**config.mk**
```make
export PLATFORM = sky130hd
export DESIGN_NAME = sync_shift_port
export DESIGN_NICKNAME = d
export VERILOG_FILES = /design/src/rtl/ssp_pkg.sv /design/src/rtl/ssp_ctrl.sv /design/src/rtl/ssp_seq.sv /design/src/rtl/ssp_shifter.sv /design/src/rtl/sync_shift_port.sv
export SDC_FILE = /design/constraint.sdc
export NUM_CORES = 1
export LEC_CHECK = 0
export BUFFER_PORTS_ARGS = -buffer_cell sky130_fd_sc_hd__buf_2
export CORE_UTILIZATION = 30
export DETAILED_ROUTE_END_ITERATION = 6
export PLACE_DENSITY = 0.6
export SLEW_MARGIN = 20
export SYNTH_ARGS = -nofsm -noshare
export SYNTH_HDL_FRONTEND = slang
export SYNTH_SLANG_ARGS = --single-unit
```
**constraint.sdc**
```tcl
create_clock -name clk -period 1.3 [get_ports clk]
set_input_delay 0.195 -clock clk [delete_from_list [all_inputs] [get_ports clk]]
set_output_delay 0.195 -clock clk [all_outputs]
set_load 0.02 [all_outputs]
```
**src/rtl/ssp_pkg.sv**
```systemverilog
package ssp_pkg;
   typedef enum logic [1:0] {
      MODE_SHIFT = 2'b00,
      MODE_A1    = 2'b01,
      MODE_A2    = 2'b10,
      MODE_A3    = 2'b11
   } ssp_mode_e;

   typedef struct packed {
      ssp_mode_e mode;
      logic      rx_en;
      logic      tx_flag;
      logic      rx_flag;
   } ssp_ctrl_t;

   localparam int CTRL_W = $bits(ssp_ctrl_t);
endpackage

```
**src/rtl/ssp_ctrl.sv**
```systemverilog
module ssp_ctrl
   import ssp_pkg::*;
(
   input  logic      clk,
   input  logic      rst_n,
   input  logic      ctrl_we,
   input  ssp_ctrl_t ctrl_wdata,
   input  logic      buf_we,
   input  logic      busy,
   input  logic      done,
   input  logic      done_rx,
   output ssp_ctrl_t ctrl_q,
   output logic      start_tx,
   output logic      start_rx
);
   always_comb begin
      start_tx = buf_we && (ctrl_q.mode == MODE_SHIFT) && !busy;
      start_rx = ctrl_we && (ctrl_wdata.mode == MODE_SHIFT) && ctrl_wdata.rx_en
                 && !ctrl_wdata.rx_flag && !busy && !start_tx;
   end

   always_ff @(posedge clk or negedge rst_n) begin
      if (!rst_n) begin
         ctrl_q <= '0;
      end else begin
         if (ctrl_we) ctrl_q <= ctrl_wdata;
         if (done) begin
            if (done_rx) ctrl_q.rx_flag <= 1'b1;
            else         ctrl_q.tx_flag <= 1'b1;
         end
      end
   end
endmodule

```
**src/rtl/ssp_seq.sv**
```systemverilog
module ssp_seq #(
   parameter int DATA_W = 8
) (
   input  logic clk,
   input  logic rst_n,
   input  logic tick,
   input  logic start_tx,
   input  logic start_rx,
   output logic busy,
   output logic rx_mode,
   output logic low_phase,
   output logic rise,
   output logic done
);
   localparam int CNT_W = (DATA_W > 1) ? $clog2(DATA_W) : 1;
   localparam logic [CNT_W-1:0] LAST = CNT_W'(DATA_W - 1);

   logic [CNT_W-1:0] cnt_q;

   always_comb begin
      rise = busy && tick && low_phase;
      done = rise && (cnt_q == LAST);
   end

   always_ff @(posedge clk or negedge rst_n) begin
      if (!rst_n) begin
         busy      <= 1'b0;
         rx_mode   <= 1'b0;
         low_phase <= 1'b0;
         cnt_q     <= '0;
      end else if (start_tx || start_rx) begin
         busy      <= 1'b1;
         rx_mode   <= start_rx;
         low_phase <= 1'b0;
         cnt_q     <= '0;
      end else if (busy && tick) begin
         if (!low_phase) begin
            low_phase <= 1'b1;
         end else begin
            low_phase <= 1'b0;
            if (cnt_q == LAST) busy  <= 1'b0;
            else               cnt_q <= cnt_q + 1'b1;
         end
      end
   end
endmodule

```
**src/rtl/ssp_shifter.sv**
```systemverilog
module ssp_shifter #(
   parameter int DATA_W      = 8,
   parameter int SYNC_STAGES = 2
) (
   input  logic              clk,
   input  logic              rst_n,
   input  logic              load,
   input  logic [DATA_W-1:0] load_data,
   input  logic              rise,
   input  logic              done,
   input  logic              rx_mode,
   input  logic              sdat_i,
   output logic              tx_bit,
   output logic [DATA_W-1:0] rx_data
);
   logic              smp;
   logic [DATA_W-1:0] sreg_q;
   logic [DATA_W-1:0] shifted;

   generate
      if (SYNC_STAGES == 0) begin : g_nosync
         assign smp = sdat_i;
      end else begin : g_sync
         logic [SYNC_STAGES-1:0] sync_q;
         always_ff @(posedge clk or negedge rst_n) begin
            if (!rst_n) sync_q <= '1;
            else        sync_q <= {sync_q[SYNC_STAGES-2 >= 0 ? SYNC_STAGES-2 : 0:0], sdat_i};
         end
         assign smp = sync_q[SYNC_STAGES-1];
      end
   endgenerate

   always_comb begin
      shifted = {(rx_mode ? smp : 1'b1), sreg_q[DATA_W-1:1]};
      tx_bit  = sreg_q[0];
   end

   always_ff @(posedge clk or negedge rst_n) begin
      if (!rst_n) begin
         sreg_q  <= '1;
         rx_data <= '0;
      end else begin
         if (load)      sreg_q <= load_data;
         else if (rise) sreg_q <= shifted;
         if (done && rx_mode) rx_data <= shifted;
      end
   end
endmodule

```
**src/rtl/sync_shift_port.sv**
```systemverilog
module sync_shift_port
   import ssp_pkg::*;
#(
   parameter int DATA_W      = 8,
   parameter int SYNC_STAGES = 2
) (
   input  logic              clk,
   input  logic              rst_n,
   input  logic              tick,
   input  logic              ctrl_we,
   input  logic [4:0]        ctrl_wdata,
   output logic [4:0]        ctrl_rdata,
   input  logic              buf_we,
   input  logic [DATA_W-1:0] buf_wdata,
   output logic [DATA_W-1:0] buf_rdata,
   output logic              busy,
   input  logic              sdat_i,
   output logic              sdat_o,
   output logic              sdat_oe,
   output logic              sclk_o
);
   if (DATA_W < 2) begin : g_bad_width
      $error("sync_shift_port: DATA_W must be at least 2");
   end
   if (SYNC_STAGES < 0 || SYNC_STAGES > 4) begin : g_bad_sync
      $error("sync_shift_port: SYNC_STAGES must be 0..4");
   end
   if (CTRL_W != 5) begin : g_bad_ctrl
      $error("sync_shift_port: control layout must be 5 bits");
   end

   ssp_ctrl_t ctrl_q;
   logic start_tx, start_rx, rx_mode, low_phase, rise, done, tx_bit;

   ssp_ctrl u_ctrl (
      .clk       (clk),
      .rst_n     (rst_n),
      .ctrl_we   (ctrl_we),
      .ctrl_wdata(ssp_ctrl_t'(ctrl_wdata)),
      .buf_we    (buf_we),
      .busy      (busy),
      .done      (done),
      .done_rx   (rx_mode),
      .ctrl_q    (ctrl_q),
      .start_tx  (start_tx),
      .start_rx  (start_rx)
   );

   ssp_seq #(.DATA_W(DATA_W)) u_seq (
      .clk      (clk),
      .rst_n    (rst_n),
      .tick     (tick),
      .start_tx (start_tx),
      .start_rx (start_rx),
      .busy     (busy),
      .rx_mode  (rx_mode),
      .low_phase(low_phase),
      .rise     (rise),
      .done     (done)
   );

   ssp_shifter #(.DATA_W(DATA_W), .SYNC_STAGES(SYNC_STAGES)) u_shift (
      .clk      (clk),
      .rst_n    (rst_n),
      .load     (start_tx),
      .load_data(buf_wdata),
      .rise     (rise),
      .done     (done),
      .rx_mode  (rx_mode),
      .sdat_i   (sdat_i),
      .tx_bit   (tx_bit),
      .rx_data  (buf_rdata)
   );

   always_comb begin
      ctrl_rdata = ctrl_q;
      sclk_o     = !(busy && low_phase);
      sdat_oe    = !(busy && rx_mode);
      sdat_o     = (busy && !rx_mode) ? tx_bit : 1'b1;
   end
endmodule

```
# ---- Word level (Yosys, flattened, before mapping)
# Cells that the tools add are included.
dict set report word_totals {
  ff_bits 29
  in_bits 19
  output_inout_bits 17
  elab_cells 62
}
dict set report classes {
  addsub 1
  n_eq_ne 2
  muxes 19
  n_reduce_logical 29
}
# operator n
set ops {}
lappend ops {{$mux W8} 2}
lappend ops {{$logic_and A1 B1 Y1} 14}
lappend ops {{$mux W3} 4}
lappend ops {{$mux W1} 11}
lappend ops {{$reduce_bool A2 Y1} 4}
lappend ops {{$logic_not A1 Y1} 6}
lappend ops {{$reduce_and A3 Y1} 2}
lappend ops {{$logic_not A2 Y1} 2}
lappend ops {{$mux W2} 2}
lappend ops {{$add A3 B1 Y3 const B} 1}
lappend ops {{$eq A3 B3 Y1 const B} 1}
lappend ops {{$ne A2 B1 Y1 const B} 1}
lappend ops {{$logic_or A1 B1 Y1} 1}

# ---- Depth between registers and ports, before layout
# Gate-level depths: netlist of run 1.
dict set report depth {
  word_depth 9
  mapped_depth 6
}

# ---- Hierarchy
# Synthesis of run 1 repeated with hierarchy kept, for this count alone.
dict set report unflattened {
  hier_cells 106
  area_unflattened_um2 1333.8
}
# module n_inst cells_per_inst area_each_um2 seq_area_each_um2
set modules_own_cells {}
lappend modules_own_cells {ssp_shifter 1 54 735.7 462.9}
lappend modules_own_cells {ssp_seq 1 30 345.3 150.1}
lappend modules_own_cells {ssp_ctrl 1 19 236.5 125.1}
lappend modules_own_cells {sync_shift_port 1 3 16.3 0.0}

# ---- Worst setup path before layout of run 1
# No wires, ideal clock.
dict set report synth_path {
  kind {register -> register}
  start {register u_seq.busy}
  end {register u_shift.rx_data[0]}
  setup_ps 125
  t_arrival_ps 1502
  t_required_ps 1175
  path_slack_ps -327
  path_stages_with_launch 7
  path_buffers 3
  synth_period_minus_slack_ps 1627
  cell_sequence {dfrtp_1 > buf_6 > and3_4 > buf_6 > and3_4 > buf_6 > mux2_4}
}
dict set report synth_between {
  elab_chain_len 4
}
# element line_no
set synth_rtl {}
lappend synth_rtl {{start: declaration} ssp_seq.sv:9} ;# output logic busy,
lappend synth_rtl {{start signal: assignment} ssp_seq.sv:27} ;# busy <= 1'b0;
lappend synth_rtl {{start signal: assignment} ssp_seq.sv:32} ;# busy <= 1'b1;
lappend synth_rtl {{start signal: assignment} ssp_seq.sv:41} ;# if (cnt_q == LAST) busy <= 1'b0;
lappend synth_rtl {{$logic_and A1 B1 Y1 (2 in series)} ssp_seq.sv:21} ;# rise = busy && tick && low_phase;
lappend synth_rtl {{$logic_and A1 B1 Y1} ssp_seq.sv:22} ;# done = rise && (cnt_q == LAST);
lappend synth_rtl {{$logic_and A1 B1 Y1} ssp_shifter.sv:45} ;# if (done && rx_mode) rx_data <= shifted;
lappend synth_rtl {{end signal: assignment} ssp_shifter.sv:45}
lappend synth_rtl {{end: declaration} ssp_shifter.sv:14} ;# output logic [DATA_W-1:0] rx_data
# Every way passes these cells.
# A chain may end at the register's enable or synchronous reset.

# ---- Worst setup path after layout of run 1
dict set report layout_path {
  start {register u_seq.cnt_q[1]}
  end {register u_seq.cnt_q[1]}
}
dict set report layout_between {
  elab_chain_len 5
  elab_cells_between_ends 8
}
# element line_no
set layout_rtl {}
lappend layout_rtl {{start: declaration} ssp_seq.sv:18} ;# logic [CNT_W-1:0] cnt_q;
lappend layout_rtl {{start signal: assignment} ssp_seq.sv:42} ;# else cnt_q <= cnt_q + 1'b1;
lappend layout_rtl {{$add A3 B1 Y3} ssp_seq.sv:42}
lappend layout_rtl {{$mux W3} ssp_seq.sv:41}
lappend layout_rtl {{$mux W3} ssp_seq.sv:37} ;# if (!low_phase) begin
lappend layout_rtl {{$mux W3} ssp_seq.sv:36} ;# end else if (busy && tick) begin
lappend layout_rtl {{$mux W3} ssp_seq.sv:31} ;# end else if (start_tx || start_rx) begin
# Several ways; a longest one is shown, not always the timed one. The select of a mux whose other input is x is not followed.

==> impl_metrics.json, run 1 <==
{
  "final_period_minus_worst_setup_slack_ns": 1.461,
  "start_util_pct": 32.12,
  "grt_pass1_vias": 988,
  "setup_violations": 12,
  "ys_types": 26,
  "hp-class": "in -> reg",
  "first_pass_iters": 3,
  "ys_seq_area_share_pct": 56.24,
  "fin_crit_sh_pct": 112.4,
  "critPathLaunch": "u_seq.cnt_q[1]",
  "final_cells": 205,
  "n_fill_cell": 401,
  "dieArea_sq_um": 4644,
  "grt_pass1_wl_mm": 4.464,
  "worstRegToRegCells": 5,
  "cp-endpoint": "u_seq.cnt_q[1]",
  "total_power_mw": 3.895,
  "die_h_microns": 68.15,
  "antenna_found_initial": 0,
  "synth_warnings": 0,
  "crit_path_end_kind": "flip-flop",
  "fin_skew_ns": 0.006413,
  "hpwl_mm": 1.924,
  "synthesis.instances": 99,
  "wl_met3_microns": 138,
  "detail_route.wl_per_cell_microns": 13.74,
  "cts_tree": "built",
  "cp.arrival_ns": 1.62,
  "clock_sinks": 29,
  "drc": 0,
  "cap_violations": 0,
  "clockRootBuffer": "clkbuf_8",
  "n_antenna_cell": 0,
  "synthesis.nets": 120,
  "core_sq_um": 4086,
  "dp.cells": 188,
  "leakagePower_nw": 0.8857,
  "rsz0062_at_grt": "true",
  "drv_slew": 0,
  "ioPinCount": 36,
  "syn_area_per_cell_sq_um": 13.26,
  "grt.total_usage_pct": 13.88,
  "crit_chain": "ha_2 -> ha_4 -> nand4b_1 -> mux2i_1 -> nor2_1",
  "finalNetCount": 175,
  "hold_viol": 0,
  "syn_area_sq_um": 1313,
  "cts_buffers": 5,
  "crit_buf_inv": 0,
  "power_density_nw_per_um2": 2144,
  "num_rows": 23,
  "drt.antenna.violating_nets": 0,
  "failed_checks": "negative setup slack",
  "htree_levels": 2,
  "clk_pin_slew_ns": 0.06,
  "grt_overflow": 0,
  "wl_mm": 2.816,
  "path_class": "reg -> reg",
  "cp-start-kind": "flip-flop",
  "grt_max_degree": 30,
  "max_freq_mhz": 684.5,
  "vias_per_cell": 4.620,
  "die_x_microns": 68.15,
  "vias": 947,
  "ys.flop_type": "dfrtp_1",
  "cp.depth": 5,
  "dr.max_layer_used": "met4",
  "worstMarginPinSlew_ns": 0.3652,
  "cp_max_fo": 3,
  "async_flop_share_pct": 100.0,
  "status": "finished, violations left",
  "setup_slack_ns": -0.1610,
  "clk_latency_ns": 0.27,
  "place.gp.congestion": 0.7210,
  "vdd_drop_max_mv": 0.8469,
  "drive_gt1_share_pct": 56.77,
  "clock_path_buffers": 2,
  "synthToLayoutAreaGrowth_pct": 38.42,
  "r2r_slack_ns": -0.16,
  "cp_data_required_time_ns": 1.46,
  "reg2reg_to": "u_seq.cnt_q[1]",
  "wl_met2_mm": 1.478,
  "relSlewSlack_pct": 75.65,
  "crit_slowest_cell": "dfrtp_1",
  "hold_depth": 1,
  "rr_startpoint": "u_seq.cnt_q[1]",
  "synth.ff_latch_count": 29,
  "wl_met1_mm": 1.180,
  "utilization_pct": 44.46,
  "critPathMaxStageDelay_ns": 0.38,
  "drtIter0Drc": 29,
  "critPathTopFamily": "flip-flops",
  "mostFrequentLayoutCells": "buf_2 (32), dfrtp_1 (17), buf_4 (15)",
  "multi_input_area_sq_um": 569.3,
  "final_common_cell": "buf_2",
  "synth_edf_count": 0,
  "io_buffers": 35,
  "final-seq-area_sq_um": 740.7
}
[power by group]
part | total (mW) | switching (mW) | internal, mW
Clock | 0.944 | 0.320 | 0.624
Combinational | 1.44 | 0.687 | 0.750
Sequential | 1.51 | 0.233 | 1.28
[timing repair]
| action | in CTS | in global routing |
|---|---|---|
| cloned | 1 | 0 |
| endpoints found under the setup margin | 20 | 22 |
| hold buffers | 1 | 0 |
| pin swaps | 5 | 4 |
| hold endpoints to repair | 19 | 0 |
| resized for setup | 5 | 8 |
| setup buffers | 6 | 2 |
[metal layers]
| metal | up-vias | GRT usage, % |
|---|---|---|
| met5 | - | 0 |
| met1 | 462 | 16.07 |
| met2 | 24 | 22.67 |
| met4 | 0 | 4.688 |
| li1 | 459 | - |
| met3 | 2 | 6.167 |
[worst reg2reg max path: stages (launching register included)]
cell	delay [ns]
dfrtp_1	0.38
ha_2	0.20
ha_4	0.16
nand4b_1	0.30
mux2i_1	0.25
nor2_1	0.06
[synth_stat cells (2+ instances only)]
library cell	instances	share of area [%]
mux2i_1	9	6.9
dfstp_2	10	20
buf_6	3	2.6
nand2_1	12	3.4
nor3b_1	2	1.1
xor2_1	2	1.3
mux2_4	8	9.2
dfrtp_1	19	36
mux2_1	3	2.6
and3_4	2	1.7
nor2_1	7	2.0
ha_1	2	1.9
o21ai_1	7	2.7
[flip-flops by register name, indices dropped and copies added (netlist names)]
name,count
u_seq.busy,1
u_seq.rx_mode,1
u_shift.sreg_q,8
u_seq.low_phase,1
u_ctrl.ctrl_q,5
u_seq.cnt_q,3
u_shift.g_sync.sync_q,2
u_shift.rx_data,8
[kinds of logic (layout without fill, tap and decap cells)]
family	after synthesis	after routing	share of synthesized area, %
mux	20	20	18.59
simple gates	28	29	12.11
fa+ha+maj	2	2	1.906
flops	29	29	56.24
xor+xnor	2	2	1.335
buf+inv	5	60	3.432
compound gates	13	13	6.388
[worst min-delay path by stage]
| stage | end | start | slack (ns) |
|---|---|---|---|
| floorplan | u_ctrl.ctrl_q[0] | rst_n | -0.10 |
| global placement | u_shift.rx_data[4] | rst_n | 0.21 |
| detailed placement | u_shift.rx_data[6] | rst_n | 0.22 |
| CTS | u_shift.g_sync.sync_q[0] | sdat_i | 0.004 |
| global route | u_shift.g_sync.sync_q[0] | sdat_i | 0.0004 |
| finish | u_shift.g_sync.sync_q[0] | sdat_i | 0.02 |
[final cells by class]
cell class              instances  share of cell area [%]
clock buffers                   7                   4.752
clock inverters                 1                   1.653
multi-input cells              66                   31.34
flip-flops and latches         29                   40.77
well taps                      50                   3.444
repair buffers                 52                   18.04
[through the flow]
stage / hold slack [ns] / area [sq um] / setup TNS [ns] / setup slack, ns
4_1_cts: 0.003900 / 1775 / -1.233 / -0.1750
3_5_place_dp: 0.2206 / 1579 / -1.803 / -0.1726
5_1_grt: 0.0003853 / 1817 / -1.918 / -0.2540
3_3_place_gp: 0.2122 / 1579 / -0.9723 / -0.1010
2_1_floorplan: -0.1006 / 1323 / -2.817 / -0.2554
6_report: 0.01503 / 1817 / -1.182 / -0.1610
Power figures use the tool's default switching activity.
==> run 2: changes to the inputs <==
--- a/config.mk
+++ b/config.mk
@@ -6,6 +6,7 @@
 export NUM_CORES = 1
 export LEC_CHECK = 0
 export BUFFER_PORTS_ARGS = -buffer_cell sky130_fd_sc_hd__buf_2
+export CORE_ASPECT_RATIO = 0.9
 export CORE_UTILIZATION = 30
 export DETAILED_ROUTE_END_ITERATION = 6
 export PLACE_DENSITY = 0.6
==> impl_metrics.json, run 2 (same netlist as run 1, synthesis figures left out) <==
{
  "fin_crit_sh_pct": 111.4,
  "grt_max_degree": 19,
  "htree_levels": 2,
  "drc": 0,
  "drtIter0Drc": 56,
  "critPathTopFamily": "flip-flops",
  "grt_pass1_wl_mm": 5.057,
  "ioPinCount": 36,
  "n_fill_cell": 398,
  "synthToLayoutAreaGrowth_pct": 39.18,
  "tns_ns": -1.168,
  "drive_gt1_share_pct": 56.77,
  "detail_route.wl_per_cell_microns": 14.67,
  "final_common_cell": "buf_2",
  "cts_buffers": 5,
  "total_power_mw": 3.830,
  "cp_data_required_time_ns": 1.46,
  "crit_buf_inv": 1,
  "hpwl_mm": 2.145,
  "rr_startpoint": "u_seq.cnt_q[1]",
  "leakagePower_nw": 0.8857,
  "dp_slack_ns": -0.1515,
  "relSlewSlack_pct": 78.76,
  "hold_depth": 1,
  "finalNetCount": 175,
  "fin_skew_ns": 0.006219,
  "die_h_microns": 64.75,
  "clk_pin_slew_ns": 0.06,
  "clockRootBuffer": "clkbuf_8",
  "worstMarginPinSlew_ns": 0.3186,
  "start_util_pct": 31.79,
  "io_buffers": 35,
  "first_pass_iters": 4,
  "clock_path_buffers": 2,
  "crit_slowest_cell": "dfrtp_1",
  "n_antenna_cell": 0,
  "grt.total_usage_pct": 14.84,
  "failed_checks": "negative setup slack",
  "vias": 957,
  "drt.antenna.violating_nets": 0,
  "cts_tree": "built",
  "rsz0062_at_grt": "true",
  "num_rows": 22,
  "multi_input_area_sq_um": 581.8,
  "setup_slack_ns": -0.1481,
  "final_period_minus_worst_setup_slack_ns": 1.448,
  "final-seq-area_sq_um": 739.5,
  "clock_sinks": 29,
  "antenna_found_initial": 0,
  "mostFrequentLayoutCells": "buf_2 (32), dfrtp_1 (18), buf_4 (10), dfstp_2 (10)",
  "place.gp.congestion": 0.7583,
  "die_x_microns": 71.72,
  "hp-class": "in -> reg",
  "cp_max_fo": 4,
  "grt_overflow": 0,
  "path_class": "reg -> reg",
  "reg2reg_to": "u_shift.rx_data[7]",
  "clk_latency_ns": 0.28,
  "drv_slew": 0,
  "min_from": "sdat_i",
  "worstRegToRegCells": 5,
  "wl_mm": 2.978,
  "grt_pass1_vias": 1011,
  "reg_top3": "u_shift.rx_data: 8 flops, u_shift.sreg_q: 8 flops, u_ctrl.ctrl_q: 5 flops",
  "status": "finished, violations left",
  "dpl_cell_area_sq_um": 1604,
  "power_density_nw_per_um2": 2097,
  "r2r_slack_ns": -0.15,
  "vdd_drop_max_mv": 0.7241,
  "final_area_sq_um": 1827,
  "setup_violations": 12,
  "cp-start-kind": "flip-flop",
  "hold_viol": 0,
  "max_freq_mhz": 690.5,
  "cap_violations": 0,
  "dieArea_sq_um": 4644,
  "core_sq_um": 4129,
  "crit_path_end_kind": "flip-flop",
  "cp.arrival_ns": 1.61,
  "critPathMaxStageDelay_ns": 0.39,
  "vias_per_cell": 4.714,
  "crit_chain": "ha_2 -> ha_4 -> buf_4 -> and3_4 -> mux2_4",
  "hold_path_end": "u_shift.g_sync.sync_q[0]"
}
[run 2: cell types whose count changed in the layout (fill, tap and decap cells not counted), sizes merged]
cell,delta
bufinv,-1
clkbuf,+1
[run 2: repair_timing]
item | in CTS | in global routing
endpoints found under the setup margin | 15 | 22
resized for setup | 6 | 14
endpoints found under the hold margin | 11 | 0
gates cloned | 1 | 0
hold buffers | 1 | 0
buffers inserted | 2 | 3
pin swaps | 4 | 4
[run 2: per-stage QoR]
stage               hold slack, ns  instances  util (%)
finish                     0.01266        203     44.24
CTS                       0.006375        200     42.39
detailed placement          0.1075        188     38.85
global placement            0.1044        188     38.85
global route              0.008433        203     44.24
floorplan                  -0.1006         99         -
[run 2: worst max path at each step]
stage                         startpoint                 end  slack [ns]  cells past startpoint
after floorplan               u_seq.busy  u_shift.rx_data[0]       -0.26                      6
after global placement    u_seq.cnt_q[1]  u_shift.rx_data[7]       -0.10                      4
after detailed placement  u_seq.cnt_q[1]  u_shift.rx_data[2]       -0.15                      4
after CTS                 u_seq.cnt_q[0]      u_seq.cnt_q[1]       -0.11                      5
after global routing      u_seq.cnt_q[1]      u_seq.cnt_q[1]       -0.20                      5
final                     u_seq.cnt_q[1]  u_shift.rx_data[7]       -0.15                      5
[run 2: area by class of cell]
type / count / share of cell area (%)
sequential: 29 / 40.48
multi-input combinational: 66 / 31.85
timing repair buffer: 52 / 19.45
clock buffer: 8 / 4.932
tap: 48 / 3.288
[run 2: power by group]
part	internal (mW)	total, mW	switching, mW
logic	0.831	1.57	0.736
registers	1.28	1.51	0.230
clock network	0.430	0.754	0.323
total	2.54	3.83	1.29
[run 2: per-layer routing]
layer | vias up | global-route usage, % | routed length (microns)
li1 | 459 | - | -
met2 | 30 | 22.29 | 1367
met3 | 7 | 3.733 | 124
met1 | 461 | 19.23 | 1413
met4 | 0 | 8.824 | 73
met5 | - | 0 | 0
